File: config.mk
export PLATFORM = sky130hd
export DESIGN_NAME = pio_slice
export DESIGN_NICKNAME = d
export VERILOG_FILES = /design/src/rtl/pio_pkg.sv /design/src/rtl/pio_clk_sel.sv /design/src/rtl/pio_capture.sv /design/src/rtl/pio_out_path.sv /design/src/rtl/pio_slice.sv
export SDC_FILE = /design/constraint.sdc
export NUM_CORES = 1
export LEC_CHECK = 0
export ABC_AREA = 1
export BUFFER_PORTS_ARGS = -buffer_cell sky130_fd_sc_hd__clkbuf_2
export CAP_MARGIN = 15
export CORE_UTILIZATION = 27
export CTS_CLUSTER_DIAMETER = 120
export DETAILED_ROUTE_END_ITERATION = 10
export HOLD_SLACK_MARGIN = 0.05
export SLEW_MARGIN = 20
export SYNTH_ARGS = -nofsm -noshare
export SYNTH_HDL_FRONTEND = slang
export SYNTH_SLANG_ARGS = --single-unit
File: constraint.sdc
create_clock -name clk -period 1 [get_ports clk]
set_input_delay 0.1 -clock clk [delete_from_list [all_inputs] [get_ports clk]]
set_output_delay 0.1 -clock clk [all_outputs]
set_load 0.01 [all_outputs]
File: src/rtl/pio_pkg.sv
// Shared encodings for the configurable I/O slice.
// Assumes every configuration code is held static outside reset.
package pio_pkg;

    typedef enum logic [1:0] {
        DIR_IN    = 2'd0,
        DIR_OUT   = 2'd1,
        DIR_BIDIR = 2'd2,
        DIR_IN2   = 2'd3
    } dir_e;

    typedef enum logic [1:0] {
        OM_REG1  = 2'd0,
        OM_REG2  = 2'd1,
        OM_GATE  = 2'd2,
        OM_GATE2 = 2'd3
    } omux_e;

    typedef enum logic [2:0] {
        OP_AND  = 3'd0,
        OP_NAND = 3'd1,
        OP_OR   = 3'd2,
        OP_NOR  = 3'd3,
        OP_XOR  = 3'd4,
        OP_XNOR = 3'd5,
        OP_RSV6 = 3'd6,
        OP_RSV7 = 3'd7
    } gate_e;

    // One bit of the selectable two-input output gate
    function automatic logic gate_bit(gate_e op, logic a, logic b);
        case (op)
            OP_NAND: return ~(a & b);
            OP_OR:   return a | b;
            OP_NOR:  return ~(a | b);
            OP_XOR:  return a ^ b;
            OP_XNOR: return ~(a ^ b);
            default: return a & b;
        endcase
    endfunction

endpackage

File: src/rtl/pio_clk_sel.sv
// Picks the capture clock, applies polarity and detects its rising edge.
// Assumes ck_sys and ck_edge change far slower than clk; each is sampled
// once per tick. The previous level resets to 1 so that reset release
// never produces a false edge.
module pio_clk_sel (
    input  logic clk,
    input  logic rst_n,
    input  logic ck_sys,
    input  logic ck_edge,
    input  logic sel_edge,
    input  logic invert,
    output logic lvl,
    output logic rise
);

    logic lvl_q;

    // Selected clock level after optional inversion
    always_comb begin
        lvl  = (sel_edge ? ck_edge : ck_sys) ^ invert;
        rise = lvl & ~lvl_q;
    end

    // Remember last tick's level for edge detection
    always_ff @(posedge clk) begin
        if (!rst_n) lvl_q <= 1'b1;
        else        lvl_q <= lvl;
    end

endmodule

File: src/rtl/pio_capture.sv
// Input capture element: latch or flip-flop with clock enable, local
// set/reset (sync with selectable priority, or async) and global set/reset.
// Assumes configuration inputs are static outside reset.
module pio_capture #(
    parameter int DW = 4
) (
    input  logic          clk,
    input  logic          rst_n,
    input  logic          lvl,
    input  logic          rise,
    input  logic          latch_mode,
    input  logic          async_mode,
    input  logic          lsr_first,
    input  logic          set_val,
    input  logic          gsr_hit,
    input  logic          ce,
    input  logic          lsr,
    input  logic [DW-1:0] d,
    output logic [DW-1:0] q
);

    localparam logic [DW-1:0] ZERO = '0;

    logic [DW-1:0] q_r;
    logic [DW-1:0] nxt;
    logic [DW-1:0] sv;
    logic          force_now;

    // Value the element would take when allowed to update
    always_comb begin
        sv        = {DW{set_val}};
        force_now = async_mode & lsr;
        if (async_mode)     nxt = ce ? d : q_r;
        else if (lsr_first) nxt = lsr ? sv : (ce ? d : q_r);
        else                nxt = ce ? (lsr ? sv : d) : q_r;
    end

    // Visible value: async override, then latch transparency, then store
    always_comb begin
        if (force_now)              q = sv;
        else if (latch_mode && lvl) q = nxt;
        else                        q = q_r;
    end

    // Stored state update per model tick
    always_ff @(posedge clk) begin
        if (!rst_n)         q_r <= ZERO;
        else if (gsr_hit)   q_r <= sv;
        else if (force_now) q_r <= sv;
        else if (latch_mode) q_r <= q;
        else if (rise)      q_r <= nxt;
    end

endmodule

File: src/rtl/pio_out_path.sv
// Output path: output register fed by one of two fabric signals, a
// selectable two-input gate, source select and pad direction control.
// Assumes configuration inputs are static outside reset.
module pio_out_path #(
    parameter int DW = 4
) (
    input  logic           clk,
    input  logic           rst_n,
    input  logic           rise,
    input  logic           ce,
    input  logic           gsr_hit,
    input  pio_pkg::omux_e omux,
    input  pio_pkg::gate_e op,
    input  pio_pkg::dir_e  dir,
    input  logic           ts_en,
    input  logic [DW-1:0]  out1,
    input  logic [DW-1:0]  out2,
    output logic [DW-1:0]  val_o,
    output logic [DW-1:0]  pad_o,
    output logic [DW-1:0]  pad_oe
);
    import pio_pkg::*;

    logic [DW-1:0] oreg;
    logic [DW-1:0] gate_v;
    logic          drive;

    // One gate per pad bit
    for (genvar g = 0; g < DW; g++) begin : g_gate
        assign gate_v[g] = gate_bit(op, out1[g], out2[g]);
    end

    // Output register loads on an enabled rising cell-clock tick
    always_ff @(posedge clk) begin
        if (!rst_n)          oreg <= '0;
        else if (gsr_hit)    oreg <= '0;
        else if (rise && ce) oreg <= (omux == OM_REG2) ? out2 : out1;
    end

    // Source select and pad direction
    always_comb begin
        val_o  = (omux == OM_REG1 || omux == OM_REG2) ? oreg : gate_v;
        drive  = (dir == DIR_OUT) || (dir == DIR_BIDIR && ts_en);
        pad_oe = {DW{drive}};
        pad_o  = drive ? val_o : '0;
    end

endmodule

File: src/rtl/pio_slice.sv
// Top of the configurable bidirectional I/O slice. Wires the clock
// selector, the input capture element and the output path together.
// Assumes configuration is static while rst_n is high.
module pio_slice #(
    parameter int DW = 4
) (
    input  logic          clk,
    input  logic          rst_n,
    input  logic [1:0]    cfg_dir,
    input  logic          cfg_latch,
    input  logic          cfg_clk_edge,
    input  logic          cfg_clk_inv,
    input  logic          cfg_async,
    input  logic          cfg_lsr_first,
    input  logic          cfg_set,
    input  logic          cfg_gsr_en,
    input  logic [1:0]    cfg_omux,
    input  logic [2:0]    cfg_op,
    input  logic          ck_sys,
    input  logic          ck_edge,
    input  logic          ce,
    input  logic          lsr,
    input  logic          gsr,
    input  logic          ts_en,
    input  logic [DW-1:0] out1,
    input  logic [DW-1:0] out2,
    output logic [DW-1:0] in_raw,
    output logic [DW-1:0] in_cap,
    input  logic [DW-1:0] pad_i,
    output logic [DW-1:0] pad_o,
    output logic [DW-1:0] pad_oe
);
    import pio_pkg::*;

    logic          act_lvl;
    logic          act_rise;
    logic          gsr_hit;
    logic [DW-1:0] out_val;
    dir_e          dir_c;

    // Global set/reset gating and input path gating
    always_comb begin
        dir_c   = dir_e'(cfg_dir);
        gsr_hit = gsr & cfg_gsr_en;
        in_raw  = (dir_c == DIR_OUT) ? '0 : pad_i;
    end

    pio_clk_sel u_clk (
        .clk      (clk),
        .rst_n    (rst_n),
        .ck_sys   (ck_sys),
        .ck_edge  (ck_edge),
        .sel_edge (cfg_clk_edge),
        .invert   (cfg_clk_inv),
        .lvl      (act_lvl),
        .rise     (act_rise)
    );

    pio_capture #(.DW(DW)) u_cap (
        .clk        (clk),
        .rst_n      (rst_n),
        .lvl        (act_lvl),
        .rise       (act_rise),
        .latch_mode (cfg_latch),
        .async_mode (cfg_async),
        .lsr_first  (cfg_lsr_first),
        .set_val    (cfg_set),
        .gsr_hit    (gsr_hit),
        .ce         (ce),
        .lsr        (lsr),
        .d          (in_raw),
        .q          (in_cap)
    );

    pio_out_path #(.DW(DW)) u_out (
        .clk     (clk),
        .rst_n   (rst_n),
        .rise    (act_rise),
        .ce      (ce),
        .gsr_hit (gsr_hit),
        .omux    (omux_e'(cfg_omux)),
        .op      (gate_e'(cfg_op)),
        .dir     (dir_c),
        .ts_en   (ts_en),
        .out1    (out1),
        .out2    (out2),
        .val_o   (out_val),
        .pad_o   (pad_o),
        .pad_oe  (pad_oe)
    );

endmodule

# ---- Word-level counts from Yosys, hierarchy flattened
# Index checks and enable logic that the tools add are counted.
dict set report totals {
  inputBits 34
  out_inout_bits 16
  regBits 9
}
dict set report classes {
  n_eq_ne 8
  muxes 21
  reduce_logical 8
  n_bitwise 30
}
# op count
set ops {}
lappend ops {{2-to-1 mux 4 bit} 16}
lappend ops {{one-hot mux 1 bit (5 select lines)} 4}
lappend ops {{NOT 1 bit} 14}
lappend ops {{bitwise AND 1 bit} 7}
lappend ops {{== test 3 x 2 -> 1 bit (second input constant)} 2}
lappend ops {{== test 3 bit (second input constant)} 2}
lappend ops {{XOR 1 bit} 5}
lappend ops {{== test 2 x 1 -> 1 bit (second input constant)} 2}
lappend ops {{bitwise OR 1 bit} 4}
lappend ops {{nonzero test 4 bit} 1}
lappend ops {{== test 3 x 1 -> 1 bit (second input constant)} 1}
lappend ops {{logical AND 1 bit} 3}
lappend ops {{== test 2 bit (second input constant)} 1}
lappend ops {{zero test 2 bit} 1}
lappend ops {{logical OR 1 bit} 2}
lappend ops {{OR reduction 2 bit} 1}
lappend ops {{2-to-1 mux 1 bit} 1}

# ---- Depth between registers and ports, before layout
# Gate-level depths: netlist of the first run.
dict set report logic_depth {
  word_depth 11
  depth_mapped 10
  ltp_nobuf 10
}

# ---- Modules after synthesis
# A second synthesis of the first run with hierarchy kept.
dict set report unflattened {
  cells_unflattened 247
  area_unflattened_um2 1390.1
}
# mod seq_area_each_um2 cells_each area_each_um2 instances
set by_module_without_submodules {}
lappend by_module_without_submodules {pio_out_path 80.1 141 765.7 1}
lappend by_module_without_submodules {pio_capture 80.1 80 485.5 1}
lappend by_module_without_submodules {pio_clk_sel 20.0 15 92.6 1}
lappend by_module_without_submodules {pio_slice 0.0 11 46.3 1}

# ---- Worst setup path after synthesis of the first run
# OpenSTA, ideal clock, no wires.
dict set report synth_timing {
  path_kind {input to output}
  startpoint {in out2[0]}
  endpoint {out pad_o[0]}
  path_buffers 0
  path_slack_ns -0.043
  arrival_ns 0.943
  path_stages 6
  required_time_ns 0.900
  path_cell_list {inv_1 -> ha_1 -> mux2_2 -> o2111ai_1 -> nand2_1 -> a21oi_1}
}
dict set report synth_between {
  elab_chain_len 5
  elab_cells_between_ends 9
  cone_classes {3 x mux; 6 x bitwise}
}
# element line
set synth_lines {}
lappend synth_lines {{from (decl)} pio_slice.sv:26} ;# input logic [DW-1:0] out2,
lappend synth_lines {{XOR 1 bit (tied with other cells)} {pio_pkg.sv:36, pio_pkg.sv:37}}
lappend synth_lines {{NOT 1 bit (on tied branches)} {pio_pkg.sv:37, pio_pkg.sv:33, pio_pkg.sv:35}}
lappend synth_lines {{one-hot mux 1 bit (5 select lines) (*)} pio_pkg.sv:32} ;# case (op)
lappend synth_lines {{2-to-1 mux 4 bit (*)} pio_out_path.sv:42} ;# val_o = (omux == OM_REG1 || omux == OM_REG2) ? oreg : gate_v;
lappend synth_lines {{2-to-1 mux 4 bit (*)} pio_out_path.sv:45} ;# pad_o = drive ? val_o : '0;
lappend synth_lines {{to (decl)} pio_slice.sv:30} ;# output logic [DW-1:0] pad_o,
# Every way passes the cells marked *; elsewhere a longest branch is shown, timed or not.

# ---- Worst setup path in the final report of the first run
dict set report layout_timing {
  startpoint {in out1[1]}
  endpoint {out pad_o[1]}
}
dict set report layout_between {
  elab_chain_len 5
  elab_cells_between_ends 9
  cone_classes {3 x mux; 6 x bitwise}
}
# element line
set layout_lines {}
lappend layout_lines {{from (decl)} pio_slice.sv:25} ;# input logic [DW-1:0] out1,
lappend layout_lines {{XOR 1 bit (tied with other cells)} {pio_pkg.sv:36, pio_pkg.sv:37}}
lappend layout_lines {{NOT 1 bit (on tied branches)} {pio_pkg.sv:37, pio_pkg.sv:33, pio_pkg.sv:35}}
lappend layout_lines {{one-hot mux 1 bit (5 select lines) (*)} pio_pkg.sv:32}
lappend layout_lines {{2-to-1 mux 4 bit (*)} pio_out_path.sv:42}
lappend layout_lines {{2-to-1 mux 4 bit (*)} pio_out_path.sv:45}
# Marked as above.

==> results of run 1 <==
-- layout by cell type, fill, tap and decap left out, drive strengths merged --
master / instances
nand2: 77
buf: 43
inv: 43
clkbuf: 39
nand3: 20
o21ai: 17
a21oi: 13
dfxtp: 9
ha: 8
nor2: 8
mux2: 3
o2111ai: 3
nand3b: 1
mux2i: 1
o31ai: 1
o211ai: 1
nor2b: 1
or2: 1
and3: 1
-- report_power, final --
| part | switching, mW | internal [mW] |
|---|---|---|
| clock network | 0.137 | 0.277 |
| logic | 0.510 | 0.451 |
| registers | 0.0134 | 0.389 |
-- critical path: stages --
cell and delay (ps):
clkbuf_2 110, inv_2 50, ha_4 250, inv_1 40, o21ai_1 190, o2111ai_2 130
nand2_1 90, a21oi_2 50, buf_2 130
-- synth_stat cells --
| library cell | instances |
|---|---|
| nand2_1 | 75 |
| inv_1 | 41 |
| nand3_1 | 18 |
| o21ai_0 | 16 |
| a21oi_1 | 9 |
| dfxtp_1 | 9 |
| ha_1 | 8 |
| nor2_1 | 6 |
| a21oi_2 | 4 |
| buf_4 | 4 |
| mux2_2 | 3 |
| o2111ai_1 | 3 |
| inv_2 | 2 |
| nand3_2 | 2 |
| and3_4 | 1 |
| mux2i_1 | 1 |
| nand2_2 | 1 |
| nand2_4 | 1 |
| nand3b_1 | 1 |
| nor2_2 | 1 |
| nor2_4 | 1 |
| nor2b_4 | 1 |
| o211ai_2 | 1 |
| o21ai_1 | 1 |
| o31ai_1 | 1 |
| or2_4 | 1 |
-- routing by layer --
metal | up-vias | GRT usage
met4 | 0 | 0.0340
met1 | 687 | 0.185
li1 | 823 | -
met3 | 4 | 0.0278
met2 | 26 | 0.262
met5 | - | 0
-- area by class of cell --
type | count | area, µm² | share of cell area
Tap cell | 52 | 65.1 | 0.0304
Timing Repair Buffer | 78 | 524 | 0.245
Clock buffer | 4 | 45.0 | 0.0210
Multi-Input combinational cell | 156 | 1140 | 0.533
Sequential cell | 9 | 186 | 0.0870
Inverter | 43 | 179 | 0.0835
-- repair_timing --
action | 4_1_cts | 5_1_grt
setup buffers | 7 | 4
pin swaps | 29 | 23
setup endpoints to repair | 16 | 16
gates resized for setup | 39 | 62
hold buffers | 0 | 0
-- how the worst min path moves through the flow --
| stage | start | endpoint | slack, ps | cells after the start |
|---|---|---|---|---|
| after floorplan | rst_n | u_clk.lvl_q | 170 | 1 |
| after global placement | rst_n | u_clk.lvl_q | 350 | 2 |
| after detailed placement | rst_n | u_clk.lvl_q | 350 | 2 |
| after CTS | rst_n | u_clk.lvl_q | 110 | 2 |
| after global routing | rst_n | u_clk.lvl_q | 130 | 2 |
| final | rst_n | u_clk.lvl_q | 120 | 2 |
-- logic make-up after synthesis --
logic type | count (synthesis)
AND/OR/NAND/NOR | 109
adder cells (fa/ha/maj) | 8
flip-flops | 9
AO/OA/AOI/OAI | 35
buffers and inverters | 47
multiplexers | 4
-- sequential cells by signal, summed over array words and instances (netlist names) --
signal	flops
u_cap.q_r	4
u_out.oreg	4
u_clk.lvl_q	1
-- through the flow --
step | TNS, ps | utilization
5_1_grt | -3050 | 0.492
3_3_place_gp | -3980 | 0.400
4_1_cts | -2060 | 0.449
6_report | -1960 | 0.492
2_1_floorplan | -5.49 | -
3_5_place_dp | -4000 | 0.400
==> metrics.txt, run 1 <==
status complete, but fails checks; failing checks negative setup slack; Synth Warn # 0; Min-Delay Path Class in2reg; die outline width 69.2 µm; Synth Area in XOR/XNOR 0; Mapped Area 1220 µm²; largest net degree at the start of global routing 9; wire per inst 10.3 µm; total number of vias 1540; Synth Area in Adders 0.0822; largest buffer count on any clock path 2; largest area contributor in the netlist nand2_1; I/O pins 50; max layer used met4; initial antenna violation count 0; crit start category input port; first-pass GRT wire length 5.91 mm; DP Worst Slack -286 ps; final slew viol count 0; critical-path maximum fanout 3; Post-Place Cell Area 1740 µm²; met2 wire len 1.79 mm; Synth Area in Compound Gates 0.174; remaining antenna violation count 0; Setup crit end pad_o[1]; final WL 3.53 mm; Hold Fails Final Rpt 0; wire length on met1 1.60 mm; clock sink total 9; CP Capture Type output pin; Slew headroom 0.785; syn nets 254; core area 4350 µm²; Worst VDD drop 726 µV; diodes inserted 0; Setup WS post-layout -245 ps; fin area 2140 µm²; largest family of logic cells by synthesized area simple AND/OR/NAND/NOR gates; Tmin final 1240 ps; first drt pass iteration count 4; Global Route Usage Sum 0.149; P&R area growth vs syn 76.0%; die height 69.2 µm; Distinct cells, synth 26; H-tree depth 1; simple-gate area share of the yosys netlist 0.403; CTS Buf Count 3; CTS Root Cell clkbuf_8; Reg-to-Reg Start u_cap.q_r[2]; final setup fails 14; Leakage 1.14 nW; via/cell ratio 4.50; number of synthesized register bits 9; CTS clock-pin slew for the worst setup and hold paths 40 ps; smallest hold slack 115 ps; IO buf count 49; Crit path arrival time 1140 ps; top post-synthesis cells by area nand2_1 (23%), dfxtp_1 (15%), inv_1 (13%); Setup Crit Path Kind in2out; dpl cells 328; Final HPWL DP 2.74 mm; total of max-cap violations 0; mux share of post-synthesis cell area 0.0360; Final period util 1.24; fin nets 333; die area 4780 µm²; total power 1.78 mW; # fillers 441; Worst setup startpoint out1[1]; sequential area share after synthesis 0.148; Peak Freq 803 MHz; reg2reg setup slack -120 ps; worst slew pin tran 321 ps; Clock Skews 0.358 ps; initial drt markers 64; Mean Syn Cell Area 5.74 µm²; Power Density 830 nW/µm²; routability cong. 0.862; R2R depth 9; vias in the first global route 1453; Non-Filler Instances 342; RR Endpoint u_cap.q_r[2]; Post-Synthesis Cells 212; Clock Latency Late Sink 230 ps; RSZ-0062 raised after global routing true; share of cells above drive strength 1 0.614; Starting Density 0.280; CP required 900 ps; share of the synthesized area in the top cell type 0.231; CTS tree yes; Congestion Overflow GR 0; WL met3 111 µm; Cell Rows 24; DRC Markers 0
Power figures use the tool's default switching activity.
==> run 2, diff against run 1 <==
--- a/config.mk
+++ b/config.mk
@@ -5,7 +5,6 @@
 export SDC_FILE = /design/constraint.sdc
 export NUM_CORES = 1
 export LEC_CHECK = 0
-export ABC_AREA = 1
 export BUFFER_PORTS_ARGS = -buffer_cell sky130_fd_sc_hd__clkbuf_2
 export CAP_MARGIN = 15
 export CORE_UTILIZATION = 27
==> run 2 against run 1 <==
The run still ends with negative setup slack left. Clock power up 1%. Critical path type is now reg2out. Final cell count down 11%. Final area up 12%. Largest cell class unchanged. Worst hold slack better by 62 ps. Via count down 2.3%.
==> metrics.txt, run 2 <==
RR Endpoint u_cap.q_r[3]; Buf+Inv Stages, Crit Path 1; Reg-to-Reg Start u_cap.q_r[3]; first drt pass iteration count 4; Slew headroom 0.578; Synth top cells by count a21oi_1 (19), inv_1 (12), nand2_1 (12); Psw 0.698 mW; reg2reg setup slack -180 ps; Clock Power Share 0.207; final setup fails 16; status complete, but fails checks; CP Cell Sequence nor2b_1, a31oi_1, and4_1, a211oi_4, buf_2; Mean Syn Cell Area 7.35 µm²; Crit path arrival time 1320 ps; Starting Density 0.291; Regs by FF count u_cap.q_r x4, u_out.oreg x4, u_clk.lvl_q x1; syn nets 205; Setup WS post-layout -417 ps; Distinct cells, synth 36; total number of vias 1504; largest net degree at the start of global routing 10; crit start category flop; Setup Crit Path Kind reg2out; vias in the first global route 1396; CP top delay family simple AND/OR/NAND/NOR gates; CTS clock-pin slew for the worst setup and hold paths 40 ps; failing checks negative setup slack; Synth Area in XOR/XNOR 0.0794; final slew viol count 0; remaining antenna violation count 0; Sw Share 0.346; sequential area share after synthesis 0.150; CTS Buf Count 3; DRC Markers 0; Final HPWL DP 2.79 mm; CP required 900 ps; H-tree depth 1; CP max stage delay 310 ps; Internal 1.32 mW; RSZ-0062 raised after global routing true; Worst VDD drop 417 µV; CTS Root Cell clkbuf_8; HP Start rst_n; DP Worst Slack -513 ps; largest family of logic cells by synthesized area compound AO/OA/AOI/OAI gates; Peak Freq 706 MHz; # fillers 356; Hold Crit Endpoint u_clk.lvl_q; Global Route Usage Sum 0.171; Min-Delay Path Class in2reg; Final period util 1.42; hold depth 2; diodes inserted 0; Mapped Area 1200 µm²; final WL 3.78 mm; Gate power share 0.590; I/O pins 50; routability cong. 0.804; top-count cell post-synth a21oi_1; first-pass GRT wire length 6.02 mm; Congestion Overflow GR 0; CTS tree yes; total of max-cap violations 0; share of the synthesized area in the top cell type 0.150; clock sink total 9; R2R depth 6; Post-Synthesis Cells 163; fin nets 298; IO buf count 49; Leakage 1.04 nW; commonest non-fill, non-tap cell in the layout buf_4; Synth Area in Compound Gates 0.309; Hold Fails Final Rpt 0; largest area contributor in the netlist dfxtp_1; P&R area growth vs syn 101%; Slowest-stage cell, CP dfxtp_2; CP Capture Type output pin; wire per inst 12.4 µm; Synth Warn # 0; die height 68.6 µm; core area 4120 µm²; number of flops mapped to enable cells by yosys 0; via/cell ratio 4.93; critical-path maximum fanout 2; die outline width 68.6 µm; number of synthesized register bits 9; hold_buf cts 0; Setup TNS -4100 ps; Clock Latency Late Sink 230 ps; Synth Area in Adders 0.0836; simple-gate area share of the yosys netlist 0.218; asr flop ratio synth 0; Power Density 837 nW/µm²; mux share of post-synthesis cell area 0.0533; Reg power frac 0.203; worst slew pin tran 634 ps; commonest non-fill, non-tap cells in the layout buf_4 (50), clkbuf_2 (28), a21oi_1 (13); Tmin final 1420 ps; initial antenna violation count 0; largest buffer count on any clock path 2; Cell Rows 23; top post-synthesis cells by area dfxtp_1 (15%), ha_1 (8.4%), a21oi_1 (7.9%); Clock Skews 0.921 ps; Synth Flop Type dfxtp_1; share of cells above drive strength 1 0.612; initial drt markers 34; die area 4710 µm²
run 2: cell types whose count changed in the layout (fill, tap and decap cells not counted), moves of 5 or more:
cell / before / now
inv_2: 14 / 0
nor2b_1: 0 / 6
nor2_1: 2 / 8
nand2_2: 18 / 0
nand3_2: 14 / 0
clkbuf_2: 34 / 28
o211ai_1: 0 / 8
nand2_1: 54 / 11
o21ai_0: 8 / 3
nand2b_1: 0 / 5
buf_4: 27 / 50
o21ai_1: 6 / 0
a21oi_1: 3 / 13
inv_1: 24 / 3
run 2: cell type report:
| class | count | area, µm² | share of cell area |
|---|---|---|---|
| well taps | 50 | 62.6 | 0.0260 |
| clock buffers | 4 | 45.0 | 0.0187 |
| repair buffers | 102 | 815 | 0.338 |
| flip-flops and latches | 9 | 184 | 0.0764 |
| inverters | 12 | 110 | 0.0457 |
| multi-input cells | 128 | 1190 | 0.495 |
run 2: repair_timing:
item | CTS | global route
setup buffers | 5 | 7
gates resized for setup | 43 | 35
pin swaps | 30 | 19
setup endpoints to repair | 20 | 21
run 2: worst register-to-register path, stage by stage (launching register included):
cell and delay [ps]:
dfxtp_1 310, nor2b_1 140, a31oi_1 70, buf_4 140, buf_4 120, a21bo_2 210
a21oi_2 120
run 2: logic make-up (layout without fill, tap and decap cells):
group	Yosys count	after routing
AO/OA/AOI/OAI	55	55
XOR/XNOR	10	10
adder cells (fa/ha/maj)	8	8
buffers and inverters	26	118
flip-flops	9	9
multiplexers	6	6
AND/OR/NAND/NOR	49	49
run 2: per-layer routing:
layer  track usage  vias to the layer above  part of all wire
met5             0                        -                 0
met4        0.0625                        0            0.0087
met3        0.0329                        2             0.040
met2         0.311                       35              0.53
met1         0.197                      698              0.42
li1              -                      769                 -
run 2: stage by stage:
stage	power (mW)	utilization	hold WS [ps]	instance area, µm²	std cells
2_1_floorplan	0.937	-	162	1400	163
3_3_place_gp	1.31	0.474	331	1950	292
3_5_place_dp	1.32	0.474	332	1950	292
4_1_cts	1.91	0.553	137	2270	300
5_1_grt	2.16	0.585	164	2410	305
6_report	2.02	0.585	178	2410	305
run 2: how the worst max path moves through the flow:
stage                       from            end  slack, ps  cells after the start
finish              u_cap.q_r[0]      in_cap[0]       -420                      5
global route        u_cap.q_r[0]      in_cap[0]       -470                      5
CTS                 u_cap.q_r[0]      in_cap[0]       -430                      5
detailed placement  cfg_clk_edge  u_out.oreg[3]       -510                      6
global placement    cfg_clk_edge      in_cap[0]       -500                      6
floorplan           cfg_clk_edge      in_cap[0]       -160                      5
run 2: power groups by stage:
stage	Combinational, mW	Clock [mW]	Sequential, mW
6_report	1.19	0.418	0.409
2_1_floorplan	0.525	0	0.413
3_5_place_dp	0.910	0	0.410
5_1_grt	1.30	0.451	0.412
3_3_place_gp	0.903	0	0.411
4_1_cts	1.08	0.424	0.408
==> run 3, diff against run 2 <==
--- a/config.mk
+++ b/config.mk
@@ -7,7 +7,7 @@
 export LEC_CHECK = 0
 export BUFFER_PORTS_ARGS = -buffer_cell sky130_fd_sc_hd__clkbuf_2
 export CAP_MARGIN = 15
-export CORE_UTILIZATION = 27
+export CORE_UTILIZATION = 30
 export CTS_CLUSTER_DIAMETER = 120
 export DETAILED_ROUTE_END_ITERATION = 10
 export HOLD_SLACK_MARGIN = 0.05
==> run 3 against run 2 <==
The flow still finishes with violations (negative setup slack). Die area decreased by 9.7%. Combinational power decreased by 11%. Clock skew about the same. Final area decreased by 6.7%. Sequential power about the same. Flip-flop and latch count unchanged. Non-clock buffer count decreased by 7.
==> metrics.txt, run 3 (synthesis results as in run 2) <==
Clock Latency Late Sink 230 ps; CP Capture Type output pin; Leakage 0.985 nW; H-tree depth 1; hold_buf cts 0; die area 4250 µm²; CTS Buf Count 3; critical-path maximum fanout 2; Tmin final 1430 ps; initial drt markers 48; Final HPWL DP 2.86 mm; Internal 1.24 mW; CTS clock-pin slew for the worst setup and hold paths 40 ps; Starting Density 0.320; Cell Rows 22; commonest non-fill, non-tap cells in the layout buf_4 (45), clkbuf_2 (33), a21oi_1 (15); first-pass GRT wire length 6.04 mm; final slew viol count 0; Final period util 1.43; share of cells above drive strength 1 0.589; Clock Power Share 0.218; commonest non-fill, non-tap cell in the layout buf_4; routability cong. 0.778; CTS Root Cell clkbuf_8; dpl cells 288; vias in the first global route 1366; P&R area growth vs syn 87.7%; crit start category flop; Gate power share 0.564; Clock Skews 0.967 ps; core area 3740 µm²; Non-Filler Instances 296; Min-Delay Path Class in2reg; worst slew pin tran 344 ps; final setup fails 16; CTS tree yes; fin nets 291; wire per inst 12.1 µm; I/O pins 50; status complete, but fails checks; largest net degree at the start of global routing 12; diodes inserted 0; Setup WS post-layout -426 ps; initial antenna violation count 0; die outline width 65.2 µm; Slew headroom 0.770; failing checks negative setup slack; Global Route Usage Sum 0.179; via/cell ratio 4.89; Psw 0.635 mW; die height 65.2 µm; Power Density 835 nW/µm²; fin area 2250 µm²; Reg power frac 0.218; Hold Fails Final Rpt 0; Sw Share 0.339; DRC Markers 0; Congestion Overflow GR 0; total number of vias 1448; Crit path arrival time 1330 ps; RSZ-0062 raised after global routing true; Post-Place Cell Area 1930 µm²; IO buf count 49; Regs by FF count u_cap.q_r x4, u_out.oreg x4, u_clk.lvl_q x1; clock sink total 9; total of max-cap violations 0; remaining antenna violation count 0; Setup Crit Path Kind reg2out; final WL 3.57 mm; Peak Freq 701 MHz; CP required 900 ps; largest buffer count on any clock path 2; first drt pass iteration count 4; Worst VDD drop 930 µV
[run 3: changes by cell type in the layout (fill, tap and decap cells not counted), moves of 2 or more]
cell,change
buf_4,-5
buf_6,-5
clkbuf_2,+5
a21oi_1,+2
a21oi_2,-2
nor2b_1,-2
nor2b_2,+2
o311ai_4,-2
[run 3: power groups by stage]
stage | registers [mW] | logic [mW] | clock network [mW]
after global placement | 0.410 | 0.891 | 0
after detailed placement | 0.412 | 0.897 | 0
after CTS | 0.409 | 1.02 | 0.419
after floorplan | 0.413 | 0.525 | 0
after global routing | 0.412 | 1.15 | 0.445
final | 0.410 | 1.06 | 0.408
[run 3: path summary, 6_finish.rpt]
path	startpoint	end	slack (ps)	cells after the start
max	u_cap.q_r[0]	in_cap[0]	-430	5
min	rst_n	u_clk.lvl_q	120	2
max reg2reg	u_cap.q_r[3]	u_cap.q_r[3]	-170	6
min reg2reg	u_out.oreg[1]	u_out.oreg[1]	510	2
[run 3: layout make-up]
class / instances / area, µm²
clock buffer: 4 / 45.0
fill: 351 / 1500
inverter: 12 / 108
multi-input combinational: 128 / 1120
sequential: 9 / 184
tap: 48 / 60.1
timing repair buffer: 95 / 732
[run 3: metrics by stage]
stage / hold slack [ps] / power, mW / utilization / setup slack (ps) / TNS (ps)
floorplan: 162 / 0.937 / - / -161 / -1120
global placement: 334 / 1.30 / 0.516 / -384 / -6990
detailed placement: 339 / 1.31 / 0.516 / -422 / -7260
CTS: 109 / 1.85 / 0.585 / -419 / -3980
global route: 130 / 2.01 / 0.600 / -481 / -4360
finish: 116 / 1.88 / 0.600 / -426 / -3230
[run 3: timing repair]
action,in CTS,in global routing
pin swaps,20,12
setup endpoints to repair,20,20
resized for setup,32,28
endpoints found under the hold margin,0,0
buffers inserted,6,0
[run 3: per-layer routing]
metal / global-route usage / routed length, µm
met1: 0.239 / 1700
met2: 0.296 / 1670
met3: 0.0417 / 175
met4: 0.0245 / 23
met5: 0 / 0
[run 3: worst max-delay path, stage by stage, from the launching register on]
cell and delay (ps):
dfxtp_2 310, nor2b_1 120, a31oi_1 210, and4_1 280, a211oi_4 40, clkbuf_2 140
